[src/rtl/acq_seq_pkg.sv]
// Package: shared step encoding for the acquisition sequencer.
// The numeric codes are exported on the debug pins and must stay fixed.
package acq_seq_pkg;

    typedef enum logic [3:0] {
        ST_IDLE    = 4'h0,
        ST_INIT    = 4'h1,
        ST_SETTLE  = 4'h2,
        ST_TRIG    = 4'h3,
        ST_WBUSY   = 4'h4,
        ST_WDONE   = 4'h5,
        ST_LATCH   = 4'h6,
        ST_CHKPAIR = 4'h7,
        ST_REMEAS  = 4'h8,
        ST_ADVANCE = 4'h9,
        ST_FRAME   = 4'hA,
        ST_HWAIT   = 4'hB,
        ST_HCOMMIT = 4'hC,
        ST_ICOMMIT = 4'hD,
        ST_OCOMMIT = 4'hE
    } acq_state_e;

endpackage

[src/rtl/acq_timer.sv]
// Module: acq_timer
// Counts clock cycles while run is high and returns to zero whenever run
// is low. It saturates at all ones. Callers compare the count against
// their own limit.
// Assumes: run drops for at least one cycle between intervals that must
// start from zero.
module acq_timer #(
    parameter int W = 8
) (
    input  logic         clk,
    input  logic         rst_n,
    input  logic         run,
    output logic [W-1:0] count
);

    // Cycle counter: clear while idle, saturating increment while running
    always_ff @(posedge clk) begin
        if (!rst_n) begin
            count <= '0;
        end else if (!run) begin
            count <= '0;
        end else if (count != {W{1'b1}}) begin
            count <= count + 1'b1;
        end
    end

endmodule

[src/rtl/acq_slot_map.sv]
// Module: acq_slot_map
// Maps a channel and its pass flag to a result slot. First readings go to
// the slot equal to the channel number. Second readings of calibration
// channels go to the slots after the last channel.
// Assumes: second is only set for channels in CAL_FIRST..CAL_LAST.
module acq_slot_map #(
    parameter int N_CHAN    = 16,
    parameter int CAL_FIRST = 12,
    parameter int CH_W      = 4,
    parameter int SLOT_W    = 5
) (
    input  logic [CH_W-1:0]   chan,
    input  logic              second,
    output logic [SLOT_W-1:0] slot
);

    // Slot selection: plain channel index or the band after the channels
    always_comb begin
        if (second) begin
            slot = SLOT_W'(N_CHAN + int'(chan) - CAL_FIRST);
        end else begin
            slot = SLOT_W'(chan);
        end
    end

endmodule

[src/rtl/acq_seq_ctl.sv]
// Module: acq_seq_ctl
// The step machine of the acquisition frame. It keeps the channel index,
// the pass flag and the calibration offset code. It decides each
// transition from the settle and pause counts, the averaging engine's
// busy flag and the host semaphore.
// Assumes: the settle and pause counts come from acq_timer instances that
// run in the settle state and in the idle/host-wait states respectively.
module acq_seq_ctl
    import acq_seq_pkg::*;
#(
    parameter int N_CHAN     = 16,
    parameter int CAL_FIRST  = 12,
    parameter int CAL_LAST   = 14,
    parameter int SETTLE_CYC = 180000,
    parameter int IDLE_PAUSE = 120000,
    parameter int HOST_PAUSE = 240,
    parameter int CH_W       = 4,
    parameter int OFS_W      = 2,
    parameter int SW         = 18,
    parameter int PW         = 17
) (
    input  logic             clk,
    input  logic             rst_n,
    input  logic [SW-1:0]    settle_cnt,
    input  logic [PW-1:0]    pause_cnt,
    input  logic             avg_busy,
    input  logic             host_lock,
    output acq_state_e       state,
    output logic [CH_W-1:0]  chan,
    output logic             second,
    output logic [OFS_W-1:0] cal_ofs,
    output logic             host_timeout
);

    localparam int N_CAL = CAL_LAST - CAL_FIRST + 1;
    localparam logic [OFS_W-1:0] OFS_PRESET = OFS_W'(N_CAL);
    localparam logic [CH_W-1:0]  LAST_CH    = CH_W'(N_CHAN - 1);
    localparam logic [SW-1:0]    SETTLE_END = SW'(SETTLE_CYC - 1);
    localparam logic [PW-1:0]    IDLE_END   = PW'(IDLE_PAUSE - 1);
    localparam logic [PW-1:0]    HOST_END   = PW'(HOST_PAUSE - 1);

    acq_state_e state_nx;
    logic       in_cal;

    // Calibration band membership of the current channel
    always_comb begin
        in_cal = (int'(chan) >= CAL_FIRST) && (int'(chan) <= CAL_LAST);
    end

    // Host-wait expiry: semaphore still held when the pause limit is hit
    always_comb begin
        host_timeout = (state == ST_HWAIT) && host_lock && (pause_cnt >= HOST_END);
    end

    // Next-step selection; any code outside the list returns to idle
    always_comb begin
        state_nx = state;
        case (state)
            ST_IDLE:    if (pause_cnt >= IDLE_END) state_nx = ST_INIT;
            ST_INIT:    state_nx = ST_SETTLE;
            ST_SETTLE:  if (settle_cnt >= SETTLE_END) state_nx = ST_TRIG;
            ST_TRIG:    state_nx = ST_WBUSY;
            ST_WBUSY:   if (avg_busy) state_nx = ST_WDONE;
            ST_WDONE:   if (!avg_busy) state_nx = ST_LATCH;
            ST_LATCH: begin
                if (chan == LAST_CH)  state_nx = ST_FRAME;
                else if (in_cal)      state_nx = ST_CHKPAIR;
                else                  state_nx = ST_ADVANCE;
            end
            ST_CHKPAIR: state_nx = second ? ST_ADVANCE : ST_REMEAS;
            ST_REMEAS:  state_nx = ST_SETTLE;
            ST_ADVANCE: state_nx = ST_SETTLE;
            ST_FRAME:   state_nx = ST_HWAIT;
            ST_HWAIT: begin
                if (!host_lock)        state_nx = ST_HCOMMIT;
                else if (host_timeout) state_nx = ST_ICOMMIT;
            end
            ST_HCOMMIT: state_nx = ST_ICOMMIT;
            ST_ICOMMIT: state_nx = ST_OCOMMIT;
            ST_OCOMMIT: state_nx = ST_IDLE;
            default:    state_nx = ST_IDLE;
        endcase
    end

    // Step register
    always_ff @(posedge clk) begin
        if (!rst_n) state <= ST_IDLE;
        else        state <= state_nx;
    end

    // Channel index, pass flag and calibration offset bookkeeping per step
    always_ff @(posedge clk) begin
        if (!rst_n) begin
            chan    <= '0;
            second  <= 1'b0;
            cal_ofs <= OFS_PRESET;
        end else begin
            case (state)
                ST_INIT: begin
                    chan    <= '0;
                    second  <= 1'b0;
                    cal_ofs <= OFS_PRESET;
                end
                ST_REMEAS: begin
                    second  <= 1'b1;
                    cal_ofs <= cal_ofs - 1'b1;
                end
                ST_ADVANCE: begin
                    chan   <= chan + 1'b1;
                    second <= 1'b0;
                end
                default: ;
            endcase
        end
    end

endmodule

[src/rtl/acq_seq.sv]
// Module: acq_seq (top)
// Acquisition frame sequencer. It ties the step machine to its settle and
// pause timers and to the slot map. It also holds the frame counter, the
// host-timeout flag, the captured range flags and the registered debug
// code.
// Assumes: avg_busy rises some time after avg_start and falls when the
// result and range flags are valid; host_lock is synchronous to clk.
module acq_seq
    import acq_seq_pkg::*;
#(
    parameter int N_CHAN     = 16,
    parameter int CAL_FIRST  = 12,
    parameter int CAL_LAST   = 14,
    parameter int SETTLE_CYC = 180000,
    parameter int IDLE_PAUSE = 120000,
    parameter int HOST_PAUSE = 240,
    parameter int FRAME_W    = 16,
    localparam int CH_W      = $clog2(N_CHAN),
    localparam int N_CAL     = CAL_LAST - CAL_FIRST + 1,
    localparam int OFS_W     = $clog2(N_CAL + 1),
    localparam int SLOT_W    = $clog2(N_CHAN + N_CAL)
) (
    input  logic               clk,
    input  logic               rst_n,
    input  logic               avg_busy,
    input  logic               rng_over,
    input  logic               rng_under,
    input  logic               host_lock,
    output logic [CH_W-1:0]    mux_addr,
    output logic [OFS_W-1:0]   cal_ofs,
    output logic               avg_start,
    output logic               wr_en,
    output logic [SLOT_W-1:0]  wr_slot,
    output logic               ovr_q,
    output logic               und_q,
    output logic [FRAME_W-1:0] frame_cnt,
    output logic               adj_clr,
    output logic               host_upd,
    output logic               int_upd,
    output logic               ofs_upd,
    output logic               host_fail,
    output logic [3:0]         dbg_state
);

    localparam int PAUSE_MAX = (IDLE_PAUSE > HOST_PAUSE) ? IDLE_PAUSE : HOST_PAUSE;
    localparam int SW        = $clog2(SETTLE_CYC + 1);
    localparam int PW        = $clog2(PAUSE_MAX + 1);

    acq_state_e       state;
    logic [SW-1:0]    settle_cnt;
    logic [PW-1:0]    pause_cnt;
    logic             second;
    logic             host_timeout;
    logic             settle_run;
    logic             pause_run;

    // Timer enables: settle runs in its step, pause in idle and host wait
    always_comb begin
        settle_run = (state == ST_SETTLE);
        pause_run  = (state == ST_IDLE) || (state == ST_HWAIT);
    end

    acq_timer #(.W(SW)) u_settle_tmr (
        .clk   (clk),
        .rst_n (rst_n),
        .run   (settle_run),
        .count (settle_cnt)
    );

    acq_timer #(.W(PW)) u_pause_tmr (
        .clk   (clk),
        .rst_n (rst_n),
        .run   (pause_run),
        .count (pause_cnt)
    );

    acq_seq_ctl #(
        .N_CHAN     (N_CHAN),
        .CAL_FIRST  (CAL_FIRST),
        .CAL_LAST   (CAL_LAST),
        .SETTLE_CYC (SETTLE_CYC),
        .IDLE_PAUSE (IDLE_PAUSE),
        .HOST_PAUSE (HOST_PAUSE),
        .CH_W       (CH_W),
        .OFS_W      (OFS_W),
        .SW         (SW),
        .PW         (PW)
    ) u_ctl (
        .clk          (clk),
        .rst_n        (rst_n),
        .settle_cnt   (settle_cnt),
        .pause_cnt    (pause_cnt),
        .avg_busy     (avg_busy),
        .host_lock    (host_lock),
        .state        (state),
        .chan         (mux_addr),
        .second       (second),
        .cal_ofs      (cal_ofs),
        .host_timeout (host_timeout)
    );

    acq_slot_map #(
        .N_CHAN    (N_CHAN),
        .CAL_FIRST (CAL_FIRST),
        .CH_W      (CH_W),
        .SLOT_W    (SLOT_W)
    ) u_slot_map (
        .chan   (mux_addr),
        .second (second),
        .slot   (wr_slot)
    );

    // Step-decoded strobes towards the averager and the register file
    always_comb begin
        adj_clr   = (state == ST_INIT);
        avg_start = (state == ST_TRIG);
        wr_en     = (state == ST_LATCH);
        host_upd  = (state == ST_HCOMMIT);
        int_upd   = (state == ST_ICOMMIT);
        ofs_upd   = (state == ST_OCOMMIT);
    end

    // Frame counter: one step per completed frame, wraps naturally
    always_ff @(posedge clk) begin
        if (!rst_n)                 frame_cnt <= '0;
        else if (state == ST_FRAME) frame_cnt <= frame_cnt + 1'b1;
    end

    // Host-timeout flag: set on expiry, cleared by a successful host commit
    always_ff @(posedge clk) begin
        if (!rst_n)            host_fail <= 1'b0;
        else if (host_timeout) host_fail <= 1'b1;
        else if (host_upd)     host_fail <= 1'b0;
    end

    // Range flag capture alongside each result write
    always_ff @(posedge clk) begin
        if (!rst_n) begin
            ovr_q <= 1'b0;
            und_q <= 1'b0;
        end else if (wr_en) begin
            ovr_q <= rng_over;
            und_q <= rng_under;
        end
    end

    // Debug code register, one cycle behind the step register
    always_ff @(posedge clk) begin
        if (!rst_n) dbg_state <= 4'h0;
        else        dbg_state <= state;
    end

endmodule

[config.mk]
export PLATFORM = sky130hd
export DESIGN_NAME = acq_seq
export DESIGN_NICKNAME = d
export VERILOG_FILES = /design/src/rtl/acq_seq_pkg.sv /design/src/rtl/acq_timer.sv /design/src/rtl/acq_slot_map.sv /design/src/rtl/acq_seq_ctl.sv /design/src/rtl/acq_seq.sv
export SDC_FILE = /design/constraint.sdc
export NUM_CORES = 1
export LEC_CHECK = 0
export CORE_ASPECT_RATIO = 1.5
export CORE_MARGIN = 1
export CORE_UTILIZATION = 50
export CTS_CLUSTER_DIAMETER = 200
export DETAILED_ROUTE_END_ITERATION = 10
export GPL_TIMING_DRIVEN = 0
export HOLD_SLACK_MARGIN = 0.03
export PLACE_DENSITY = 0.72
export REMOVE_ABC_BUFFERS = 1
export SETUP_SLACK_MARGIN = 0.2
export SLEW_MARGIN = 20
export SYNTH_ARGS = -nofsm -noshare
export SYNTH_HDL_FRONTEND = slang
export SYNTH_HIERARCHICAL = 1
export SYNTH_SLANG_ARGS = --single-unit
[constraint.sdc]
create_clock -name clk -period 2.7 [get_ports clk]
set_input_delay 0.405 -clock clk [delete_from_list [all_inputs] [get_ports clk]]
set_output_delay 0.405 -clock clk [all_outputs]
set_load 0.03 [all_outputs]
# After elaboration in Yosys (flattened, before gate mapping)
# Index checks and enable logic that the tools add are counted.
# op_classes
order_cmp	5
reduce_logical	14
eq_ne	22
mux	16
n_addsub	7
# ops
op	count
4-bit case mux with 12 select lines	1
4-bit equality test, second input constant	8
4-bit 2-to-1 mux	8
18-bit by 1-bit adder with 18-bit output, second input constant	1
18-bit greater-or-equal comparator, second input constant	1
18-bit inequality test, second input constant	1
17-bit by 1-bit adder with 17-bit output, second input constant	1
17-bit greater-or-equal comparator, second input constant	1
17-bit by 8-bit greater-or-equal comparator with 1-bit output, second input constant	1
17-bit inequality test, second input constant	1
16-bit by 1-bit adder with 16-bit output, second input constant	1
4-bit by 3-bit equality test with 1-bit output, second input constant	4
4-bit by 2-bit equality test with 1-bit output, second input constant	2
4-bit case mux with 2 select lines	1
2-bit nonzero test	4
5-bit by 4-bit adder with 5-bit output, first input constant	1
5-bit 2-to-1 mux	1
5-bit AND reduction	1
5-bit subtractor, second input constant	1
4-bit by 1-bit adder with 4-bit output, second input constant	1
4-bit by 1-bit equality test with 1-bit output, second input constant	1
4-bit greater-or-equal comparator, second input constant	1
4-bit <= comparator, second input constant	1
4-bit logical NOT	1
12 further kinds	19
# totals
inputBits	6
register_bits	69
wordCells	75

# Longest topological paths before layout
# Gate-level depths: netlist (run 1).
# logic_depth
depth_word	6
depth_mapped	9
ltp_nobuf	8

# Hierarchy
# Netlist (run 1), hierarchy kept.
# by_module_without_submodules
module	n_inst	area_per_inst_um2	cells_per_inst
acq_seq	1	1057.3	116
acq_timer (u_settle_tmr)	1	1022.2	119
acq_seq_ctl	1	912.1	114
acq_timer (u_pause_tmr)	1	802.0	88
acq_slot_map	1	58.8	6

# Worst setup path after synthesis (run 1)
# OpenSTA, ideal clock, no wires.
# synth_timing
path_kind	reg2reg
startpoint	register u_ctl.state[1]
endpoint	register ovr_q
path_slack_ns	0.611
required_time_ns	2.583
synth_period_minus_slack_ns	2.089
stages_incl_launch_ff	5
setup_time_ns	0.117
n_path_buf	0
arrival_ns	1.971
path_cell_list	dfxtp_1 > nand2b_1 > nor3b_1 > mux2i_1 > nor2_1
# synth_between
elab_chain_cells	1
# synth_lines
item	line	text
from (decl)	acq_seq_ctl.sv:28	output acq_state_e state,
from (signal assigned)	acq_seq_ctl.sv:88	else state <= state_nx;
4-bit by 3-bit equality test with 1-bit output	acq_seq.sv:117	wr_en = (state == ST_LATCH);
via wr_en	acq_seq.sv:32	output logic wr_en,
to (signal assigned)	acq_seq.sv:142	ovr_q <= rng_over;
to (decl)	acq_seq.sv:34	output logic ovr_q,
# The timed path passes the listed nets, and every way through them passes these cells.
# A chain may end at the register's enable or synchronous reset.

# Worst setup path after layout (run 1)
# layout_timing
startpoint	register u_ctl.chan[2]
endpoint	output port wr_slot[3]
# layout_between
elab_chain_cells	3
# layout_lines
item	line	text
from (decl)	acq_seq_ctl.sv:29	output logic [CH_W-1:0] chan,
from (signal assigned)	acq_seq_ctl.sv:109	chan <= chan + 1'b1;
5-bit by 4-bit adder with 5-bit output	acq_slot_map.sv:20	slot = SLOT_W'(N_CHAN + int'(chan) - CAL_FIRST);
5-bit subtractor	acq_slot_map.sv:20	
5-bit 2-to-1 mux	acq_slot_map.sv:19	if (second) begin
to (decl)	acq_seq.sv:33	output logic [SLOT_W-1:0] wr_slot,
# Every way passes these cells.

==> results of run 1 <==
==> final cells by class <==
cell class	count	area [um2]	share of cell area (%)
multi-input combinational	344	2280	50.9
sequential	69	1390	31.2
timing repair buffer	45	455	10.2
clock buffer	12	165	3.69
tap	100	125	2.80
inverter	10	37.5	0.839
clock inverter	3	20.0	0.447
==> cell usage after synthesis, types with 6 or more instances <==
cell type  instances
nor2b_1            7
or3_1              7
o21ai_1            8
nand3_1           18
a21oi_1           30
nor4_1            11
mux2i_1           10
nor3_1            14
buf_6              6
dfxtp_1           69
o21ai_0           13
and2_1             6
nor2_1            39
nand4_1           14
xor2_1             7
xnor2_1           17
nand2b_1           6
a2111o_1           8
and4_1             7
inv_1              9
ha_1               6
nand2_1           43
==> state kept, by name, indices dropped and copies added, names as in the netlist, 2 cells and up <==
| name | count |
|---|---|
| u_settle_tmr/count | 18 |
| u_pause_tmr/count | 17 |
| frame_cnt | 16 |
| dbg_state | 4 |
| u_ctl/chan | 4 |
| u_ctl/state | 4 |
| u_ctl/cal_ofs | 2 |
==> through the flow <==
stage	util, %	worst slack [ns]
3_5_place_dp	58.3	-0.0162
2_1_floorplan	-	0.433
5_1_grt	61.1	0.226
4_1_cts	61.0	0.144
3_3_place_gp	58.3	0.00464
6_report	61.1	0.309
==> where the power goes <==
group | internal [W] | switching, W | total (W)
Clock | 0.000402 | 0.000390 | 0.000792
Combinational | 0.0000969 | 0.000114 | 0.000211
Sequential | 0.00104 | 0.0000587 | 0.00110
Total | 0.00154 | 0.000563 | 0.00210
==> worst min-delay path, cell delays in order, from the launching register on <==
cell     delay, ns
dfxtp_1       0.32
o31ai_1       0.07
a21oi_1       0.06
==> what timing repair did <==
item / 4_1_cts / 5_1_grt
gates resized for setup: 7 / 3
setup endpoints to repair: 6 / 3
cloned: 0 / 0
==> logic make-up (layout without fill, tap and decap cells) <==
family | after synthesis | in the layout | share of synthesized area, %
compound gates | 93 | 93 | 16.7
xor+xnor | 24 | 24 | 5.46
fa+ha+maj | 6 | 6 | 1.95
buf+inv | 30 | 70 | 5.16
flops | 69 | 69 | 35.9
mux | 12 | 12 | 3.28
simple gates | 209 | 209 | 31.6
==> path summary, 6_finish.rpt <==
check | from | endpoint | slack [ns] | cells after the start
setup / recovery | u_ctl/chan[2] | wr_slot[3] | 0.31 | 3
hold / removal | frame_cnt[15] | frame_cnt[15] | 0.50 | 2
setup reg to reg | u_pause_tmr/count[8] | u_pause_tmr/count[14] | 0.44 | 8
hold reg to reg | frame_cnt[15] | frame_cnt[15] | 0.50 | 2
==> per-layer routing <==
layer / part of all wire [%] / vias up
li1: - / 1705
met1: 43 / 1610
met2: 51 / 64
met3: 3.8 / 17
met4: 2.3 / 0
met5: 0 / -
==> flow_metrics.env, run 1 <==
export IMPL_ys_ff_latch=69
export IMPL_slew_violations=0
export IMPL_place_port_buffers=45
export IMPL_drt_iter0_drc=160
export IMPL_antenna_diode_count=0
export IMPL_use_met2_pct=39.8
export IMPL_worst_pin_slew_ns=0.909
export IMPL_crit_fanout=9
export IMPL_holdBufCountCts=0
export IMPL_ctsLongestPathBuffers=2
export IMPL_drive_gt1_share_pct=10.6
export IMPL_ys_seq_area_share_pct=35.9
export IMPL_yosysTopAreaCell="dfxtp_1"
export IMPL_final_nets=491
export IMPL_vias=3396
export IMPL_postCtsSetupRepairBufs=0
export IMPL_fmax_ghz=0.418
export IMPL_areaGrowthSynthToFinish_pct=16.1
export IMPL_critical_path_arrival_ns=1.99
export IMPL_async_reset_ff_share_pct=0
export IMPL_most_common_layout_cells="dfxtp_1, nand2_1, clkdlybuf4s50_1"
export IMPL_syn_inst=443
export IMPL_final_setup_tns_ns=0
export IMPL_rsz0062_at_grt="false"
export IMPL_die_w_um=73.7
export IMPL_crit_required_ns=2.30
export IMPL_core_um2=7320
export IMPL_crit_slowest_cell="clkdlybuf4s50_1"
export IMPL_status="finished, final reports clean"
export IMPL_power_leakage_nw=1.51
export IMPL_dp_cells=568
export IMPL_grt_start_max_net_pins=30
export IMPL_path_cells="ha_1 -> mux2_4 -> clkdlybuf4s50_1"
export IMPL_max_slew_margin_pct=39.3
export IMPL_grt_busiest_layer="met2"
export IMPL_groute_layer_met3_usage_pct=4.95
export IMPL_grt_pass1_vias=3207
export IMPL_synth_top_cells_by_area="dfxtp_1, nand2_1, a21oi_1"
export IMPL_hold_ws_ns=0.495
export IMPL_drt_total_wl_um=8470
export IMPL_yosysTopAreaCellShare_pct=35.9
export IMPL_gr_total_overflow=0
export IMPL_rows=38
export IMPL_synth_yosys_warnings=6
export IMPL_hold_viol_final=0
export IMPL_grt_antenna_before_repair=0
export IMPL_vias_per_cell=5.83
export IMPL_synthFlopType="dfxtp_1"
export IMPL_layout_commonest_cell="dfxtp_1"
export IMPL_setup_worst_path_class="reg2out"
export IMPL_p_per_area_nw_per_um2=470
export IMPL_fin_area_um2=4470
export IMPL_finalNonFillerCells=583
export IMPL_synth_edf_count=0
export IMPL_crit_buf_inv=1
export IMPL_finalPower_w=0.00210
export IMPL_avgSynthCellArea_um2=8.70
export IMPL_cp_start_kind="register"
export IMPL_cts_tree="done"
export IMPL_clock_skew_ns=0.00861
export IMPL_ys_types=79
export IMPL_place_area_um2=4270
export IMPL_boundaryPins=46
export IMPL_setup_viol=0
export IMPL_drc=0
export IMPL_wl_per_cell_um=14.5
export IMPL_insertion_delay_ns=0.35
export IMPL_cts_buffers=9
export IMPL_gp_congestion=0.791
export IMPL_grt_pass1_wl_um=14400
export IMPL_path_clk_slew_ns=0.07
export IMPL_grtUsageMet1_pct=25.4
export IMPL_nFillCells=679
export IMPL_maxCapViolations=0
export IMPL_vdd_drop_max_uv=374
export IMPL_cp_end_kind="output pin"
export IMPL_period_share_pct=88.6
export IMPL_first_pass_iters=4
export IMPL_fp_dieH_um=110
export IMPL_ant_nets=0
export IMPL_slowest_delay_ns=0.60
export IMPL_dp_hpwl_um=5780
export IMPL_die_area_um2=8070
export IMPL_syn_area_um2=3850
export IMPL_critPathTopFamily="buffers and inverters"
export IMPL_grt_usage_pct=22.8
export IMPL_h_tree_depth=3
export IMPL_cts_sinks=69
export IMPL_worst_hold_path_type="reg2reg"
export IMPL_fin_crit_ns=2.39
export IMPL_cts_root_buf="clkbuf_8"
export IMPL_initial_core_util_pct=52.6
Note: power is estimated with default switching activity, not from simulation.
==> run 2: changes to the inputs <==
==> constraint.sdc (replaced) <==
create_clock -name clk -period 2.8 [get_ports clk]
set_input_delay 0.42 -clock clk [delete_from_list [all_inputs] [get_ports clk]]
set_output_delay 0.42 -clock clk [all_outputs]
set_load 0.03 [all_outputs]
==> run 2 against run 1 <==
Via count grew 0.32%. Combinational power down 3%. Die area unchanged. Non-clock buffer count unchanged. Global-route usage did not move. Wire length about the same. Count of clock-buffer cells in the layout did not move. First-iteration DRC count is 0.63% lower. Sequential share of layout area hardly changed. Cell area decreased by 0.11%. Cell count did not move. Critical path type unchanged. Largest cell class unchanged. Largest power group unchanged.
==> flow_metrics.env, run 2 (synthesized netlist as in run 1, its figures left out) <==
export IMPL_first_pass_iters=4
export IMPL_core_um2=7320
export IMPL_maxCapViolations=0
export IMPL_cts_sinks=69
export IMPL_clock_skew_ns=0.00842
export IMPL_cp_start_kind="register"
export IMPL_status="finished, final reports clean"
export IMPL_holdBufCountCts=0
export IMPL_final_nets=491
export IMPL_drt_total_wl_um=8470
export IMPL_wl_per_cell_um=14.5
export IMPL_crit_buf_inv=1
export IMPL_routed_wl_met3_um=303
export IMPL_reg_largest_list="u_settle_tmr/count (18), u_pause_tmr/count (17), frame_cnt (16)"
export IMPL_vdd_drop_max_uv=361
export IMPL_cts_tree="done"
export IMPL_power_leakage_nw=1.49
export IMPL_die_area_um2=8070
export IMPL_fp_dieH_um=110
export IMPL_drive_gt1_share_pct=10.6
export IMPL_hold_viol_final=0
export IMPL_cts_resized=7
export IMPL_die_w_um=73.7
export IMPL_largest_reg_flops=18
export IMPL_final_setup_tns_ns=0
export IMPL_crit_required_ns=2.38
export IMPL_path_clk_slew_ns=0.07
export IMPL_cp_end_kind="output pin"
export IMPL_most_common_layout_cells="dfxtp_1, clkdlybuf4s50_1, nand2_1"
export IMPL_critical_path_arrival_ns=2.02
export IMPL_place_area_um2=4270
export IMPL_drc=0
export IMPL_gr_total_overflow=0
export IMPL_slowest_delay_ns=0.73
export IMPL_fmax_ghz=0.410
export IMPL_boundaryPins=46
export IMPL_top_register="u_settle_tmr/count"
export IMPL_path_cells="nand2_1 -> nor3_1 -> clkdlybuf4s50_1"
export IMPL_setup_ws_ns=0.362
export IMPL_drt_iter0_drc=159
export IMPL_antenna_diode_count=0
export IMPL_cts_buffers=9
export IMPL_critPathTopFamily="buffers and inverters"
export IMPL_setup_worst_path_class="reg2out"
export IMPL_rows=38
export IMPL_dp_hpwl_um=5780
export IMPL_insertion_delay_ns=0.35
export IMPL_grt_pass1_vias=3207
export IMPL_p_per_area_nw_per_um2=453
export IMPL_fin_area_um2=4470
export IMPL_ant_nets=0
export IMPL_areaGrowthSynthToFinish_pct=16.0
export IMPL_period_share_pct=87.1
export IMPL_routed_top_layer="met4"
export IMPL_setup_viol=0
export IMPL_ctsLongestPathBuffers=2
export IMPL_wl_met2_um=4270
export IMPL_h_tree_depth=3
export IMPL_fin_crit_ns=2.44
export IMPL_postCtsSetupRepairBufs=0
export IMPL_place_ws_ns=0.0688
export IMPL_place_port_buffers=45
export IMPL_grt_start_max_net_pins=30
export IMPL_max_slew_margin_pct=39.8
export IMPL_grt_pass1_wl_um=14400
export IMPL_cts_root_buf="clkbuf_8"
export IMPL_grt_usage_pct=22.8
export IMPL_layout_commonest_cell="dfxtp_1"
export IMPL_crit_slowest_cell="clkdlybuf4s50_1"
export IMPL_slew_violations=0
export IMPL_initial_core_util_pct=52.6
export IMPL_vias=3407
export IMPL_worst_hold_path_type="reg2reg"
export IMPL_grt_antenna_before_repair=0
export IMPL_vias_per_cell=5.84
export IMPL_crit_fanout=18
export IMPL_gp_congestion=0.791
export IMPL_wl_met1_um=3700
export IMPL_worst_pin_slew_ns=0.903
export IMPL_rsz0062_at_grt="false"
## run 2: cell types whose count changed in the layout (fill, tap and decap cells not counted), sizes merged
cell           before  now
clkdlybuf4s50      43   44
dlymetal6s2s        2    1
## run 2: final cells by class
type	instances	area [um2]
Tap cell	100	125
Clock buffer	12	165
Timing Repair Buffer	45	453
Inverter	10	37.5
Sequential cell	69	1390
Multi-Input combinational cell	344	2280
Fill cell	679	2850
Clock inverter	3	20.0
## run 2: per-layer routing
layer	GRT usage (%)	vias to the layer above
li1	-	1705
met1	25.4	1621
met2	39.8	64
met5	0	-
met4	11.8	0
met3	4.95	17
## run 2: worst paths after layout
path                                 to  slack, ns  cells past startpoint                  from
setup / recovery               host_upd       0.36                      3        u_ctl/state[2]
hold / removal            frame_cnt[15]       0.50                      2         frame_cnt[15]
setup reg to reg  u_pause_tmr/count[14]       0.54                      8  u_pause_tmr/count[8]
hold reg to reg           frame_cnt[15]       0.50                      2         frame_cnt[15]
## run 2: worst min-delay path, delay by kind of cell, from the launching register on
| family | cells | cell delay, ns |
|---|---|---|
| flops | 1 | 0.32 |
| compound gates | 2 | 0.13 |
## run 2: through the flow
step	instances	power [W]	hold slack [ns]	utilization (%)
after detailed placement	568	0.00129	0.481	58.3
after CTS	583	0.00205	0.492	61.0
after global routing	583	0.00213	0.530	61.0
after floorplan	423	0.00122	0.467	-
after global placement	568	0.00128	0.464	58.3
final	583	0.00203	0.495	61.0
## run 2: power breakdown
group	switching (W)	total, W	internal [W]
combinational	0.000110	0.000204	0.0000936
clock	0.000375	0.000762	0.000388
sequential	0.0000577	0.00106	0.00100
total	0.000543	0.00203	0.00148
